`src/rtl/dram_refresh_steal.sv`:
```
module dram_refresh_steal #(
  parameter int ADDR_W       = 9,
  parameter int DEST_W       = 4,
  parameter bit WIDE_LFSR    = 1'b0,
  parameter int STARVE_LIMIT = 8
) (
  input  logic              clk,
  input  logic              rst_n,
  input  logic              instr_valid,
  input  logic [DEST_W-1:0] dest_field,
  output logic              refresh_req,
  output logic [ADDR_W-1:0] refresh_addr,
  output logic              addr_sel
);
  localparam int LW     = WIDE_LFSR ? ADDR_W + 2 : ADDR_W;
  localparam int TAP_LO = WIDE_LFSR ? 9 : 5;
  localparam int CW     = $clog2(STARVE_LIMIT + 1);
  localparam logic [CW-1:0] LIM  = CW'(STARVE_LIMIT);
  localparam logic [LW-1:0] SEED = LW'(1);

  logic [LW-1:0] lfsr;
  logic [CW-1:0] starve_cnt;
  logic          mem_dest, starving, issue;

  assign mem_dest = dest_field[DEST_W-1];
  assign starving = (starve_cnt >= LIM);
  assign issue    = instr_valid ? !mem_dest : starving;

  assign refresh_req  = issue;
  assign addr_sel     = issue;
  assign refresh_addr = lfsr[ADDR_W-1:0];

  always_ff @(posedge clk) begin
    if (!rst_n) begin
      lfsr <= SEED;
    end else if (issue) begin
      lfsr <= {lfsr[LW-2:0], lfsr[LW-1] ^ lfsr[TAP_LO-1]};
    end
  end

  always_ff @(posedge clk) begin
    if (!rst_n) begin
      starve_cnt <= '0;
    end else if (issue) begin
      starve_cnt <= '0;
    end else if (instr_valid && mem_dest && !starving) begin
      starve_cnt <= starve_cnt + 1'b1;
    end
  end

  assert_no_mem_clash_R3: assert property (@(posedge clk) disable iff (!rst_n)
    (instr_valid && mem_dest) |-> !refresh_req);

  assert_advance_R4: assert property (@(posedge clk) disable iff (!rst_n)
    refresh_req |=> (refresh_addr != $past(refresh_addr)));

  assert_hold_R5: assert property (@(posedge clk) disable iff (!rst_n)
    !refresh_req |=> $stable(refresh_addr));

  assert_nonzero_R6: assert property (@(posedge clk) disable iff (!rst_n)
    lfsr != '0);

  assert_idle_quiet_R8: assert property (@(posedge clk) disable iff (!rst_n)
    (!instr_valid && starve_cnt < LIM) |-> !refresh_req);

  assert_count_clear_R8: assert property (@(posedge clk) disable iff (!rst_n)
    refresh_req |=> (starve_cnt == '0));
endmodule

```
`config.mk`:
```
export PLATFORM = sky130hd
export DESIGN_NAME = dram_refresh_steal
export DESIGN_NICKNAME = d
export VERILOG_FILES = /design/src/rtl/dram_refresh_steal.sv
export SDC_FILE = /design/constraint.sdc
export NUM_CORES = 1
export LEC_CHECK = 0
export ABC_CLOCK_PERIOD_IN_PS = 1700
export BUFFER_PORTS_ARGS = -buffer_cell sky130_fd_sc_hd__buf_2
export CAP_MARGIN = 25
export CORE_AREA = 5 5 42 44
export CTS_BUF_LIST = sky130_fd_sc_hd__clkbuf_2 sky130_fd_sc_hd__clkbuf_4 sky130_fd_sc_hd__clkbuf_8
export DETAILED_ROUTE_END_ITERATION = 10
export DIE_AREA = 0 0 47 49
export PLACE_DENSITY = 0.76
export SKIP_LAST_GASP = 1
export SYNTH_ARGS = -nofsm -noshare
export SYNTH_HDL_FRONTEND = slang
export SYNTH_SLANG_ARGS = --single-unit
```
`constraint.sdc`:
```
create_clock -name clk -period 1.7 [get_ports clk]
set_clock_uncertainty 0.2 [all_clocks]
set_input_delay 0.17 -clock clk [delete_from_list [all_inputs] [get_ports clk]]
set_output_delay 0.17 -clock clk [all_outputs]
set_load 0.005 [all_outputs]
```
==> results.txt <==
proportion of layout cells with a drive suffix above 1 - 28.2%
number of nets in the finished design - 95
status - complete, but fails checks
number of global-route vias before repair - 474
leading register cell type out of synthesis - dfxtp_1
Period minus WS final - 1.64 ns
Routed wire per std cell - 12.2 um
Detailed Routing Iterations Pass 1 - 4
number of placed instances, taps included - 96
first-pass GRT wire length - 2060 um
via/cell ratio - 5.66
hold crit path type - input pin to flip-flop
Post-synth ARST share - 0%
part of the Yosys area used for sequential elements - 41.2%
maximum clock path buffer count - 2
Final Routed Wirelength - 1230 um
Horiz. Die Dim - 47 um
number of max-cap violations - 0
area of the die - 2300 um^2
initial drt markers - 18
final count of negative-setup-slack endpoints - 0
critical path data arrival time - 1.27 ns
n_diodes - 0
number of I/O pins - 18
clock network latency to the later pin of the worst-skew pair - 0.28 ns
Gate Count Post-Synth - 71
achievable frequency - 0.609 GHz
critical-path cell list - dlygate4sd3_1 > buf_2 > and2_4 > nor2_2 > buf_2
slowest library cell on the worst path - dlygate4sd3_1
number of synthesized register bits - 13
pin count of the biggest net entering global routing - 16
clock root buffer master - clkbuf_4
family with the most delay on the worst path - buffers and inverters
antenna-violating nets left - 0
post-route clock period utilization - 96.6%
setup repair after global routing missed its margin - false
CTS Sinks - 13
largest voltage drop on the vdd net - 0.471 mV
setup tns final - 0 ns
max-slew violation count - 0
most numerous cell on the critical path - buf_2
failing checks - hold timing
TritonCTS clock tree - yes
Slew Limit Headroom - 77.4%
minimum hold slack - -0.000425 ns
synthesized cell area - 632 um^2
depth of the CTS H-tree - 1
final core occ - 52.2%
standby leakage power - 0.298 nW
startpoint type of the worst setup path - input pin
fill count - 148
Buffers & Inverters on Critical Path - 3
number of port buffers - 14
HPWL after detailed placement - 867 um
Starting Density - 45.1%
data required time of the critical path - 1.33 ns
largest stage delay on the critical path - 0.53 ns
total routing usage reported by global routing - 12.2%
FP Rows - 14
Die Span Y - 49 um
post-route insts no fill - 101
largest fanout on the critical path - 15
category of the worst setup path capture point - output pin
Vias - 572
area added between synthesis and finish - 15.8%
number of unique standard cell types used by synthesis - 29
antenna violations before repair - 0
Reg clk slew, reported paths - 0.07 ns
power density of the placed cells - 794 nW/um^2
placeable core region - 1400 um^2
Congestion Overflow GR - 0
routability congestion estimate from global placement - 0.725
number of buffers added by the clock tree synthesis step - 3
type of the setup path with the least slack - input pin to output pin
Net Count, Synth - 80
Hold Fails Final Rpt - 1
buffer count from post-CTS setup fixing - 0
worst-margin pin slew - 0.337 ns
number of synthesized flops with an enable pin - 0
mean cell area of the mapped netlist - 8.90 um^2
number of warning messages in the yosys log - 0
remaining routing DRC violations - 0
path summary, 6_finish.rpt:
kind                    from              end  slack, ns  cells past startpoint
max reg2reg    starve_cnt[3]  refresh_addr[0]       0.27                      4
max            dest_field[3]      refresh_req       0.06                      5
min reg2reg  refresh_addr[2]  refresh_addr[3]       0.28                      2
min                    rst_n  refresh_addr[0]    -0.0004                      2
flip-flops by register name, indices dropped and copies added (netlist names):
register,flops
starve_cnt,4
refresh_addr,9
cells in the final DEF, fill, tap and decap left out:
master         Yosys  final
mux2_2             1      1
clkbuf_4           0      4
xnor2_1            1      1
a21boi_0           4      4
and4bb_2           1      1
nand2b_1           1      1
nor3b_1            1      1
o21ai_0           10     10
dfxtp_1           13     13
nand3_1            8      8
and2_4             1      1
dlygate4sd3_1      0      1
ha_1               2      2
o21ai_1            1      1
o31ai_1            1      1
a2bb2oi_1          1      1
inv_1              2      2
nand2_1            2      2
and3_1             1      1
a31oi_1            1      1
buf_4              2      1
a21boi_1           5      5
or2_1              1      1
nand4_1            2      2
nor2_1             3      2
o311ai_0           1      1
nand2_2            1      1
buf_2              1     14
nor2_2             0      1
metrics by stage:
stage | worst slack (ns) | cell area (um^2) | power [mW]
after floorplan | 0.361 | 632 | 0.362
after global placement | 0.313 | 689 | 0.378
after detailed placement | 0.285 | 689 | 0.379
after CTS | 0.0335 | 729 | 0.591
after global routing | 0.0102 | 732 | 0.616
final | 0.0580 | 732 | 0.581
cells by family (layout without fill, tap and decap cells):
| kind of cell | Yosys count | in the layout | synth area share (%) |
|---|---|---|---|
| AOI/OAI and AO/OA | 24 | 24 | 24.4 |
| xor gates and xnor gates | 1 | 1 | 1.39 |
| adders and majority gates | 2 | 2 | 3.96 |
| buffers and inverters | 8 | 22 | 7.52 |
| DFF | 13 | 13 | 41.2 |
| muxes | 1 | 1 | 1.78 |
| and+or+nand+nor | 22 | 22 | 19.8 |
metal layers:
layer	wire length (um)	part of all wire, %	GRT usage [%]	up-vias
li1	-	-	-	281
met1	529	43	15.4	264
met2	570	46	17.4	22
met3	111	9.0	5.54	5
met4	21	1.7	5.53	0
met5	0	0	0	-
synth_stat cells (2+ instances only):
cell / count / area, um^2
nand4_1: 2 / 12.5
nand2_1: 2 / 7.51
buf_4: 2 / 15.0
o21ai_0: 10 / 50.1
inv_1: 2 / 7.51
nor2_1: 3 / 11.3
ha_1: 2 / 25.0
dfxtp_1: 13 / 260
a21boi_0: 4 / 30.0
a21boi_1: 5 / 37.5
nand3_1: 8 / 40.0
report_power, final:
part	internal, mW	switching, mW
registers	0.311	0.00532
logic	0.0247	0.0324
clock network	0.107	0.100
layout make-up:
class                   instances  area (um^2)  share of cell area (%)
inverters                       2         7.51                    1.03
multi-input cells              50          327                    44.6
clock buffers                   4         30.0                    4.10
repair buffers                 16         87.6                    12.0
flip-flops and latches         13          260                    35.6
well taps                      16         20.0                    2.74
repair_timing:
item	in CTS	in global routing
resized for setup	0	1
hold buffers	1	0
setup endpoints to repair	0	2
endpoints found under the hold margin	1	0
Power figures use the tool's default switching activity.
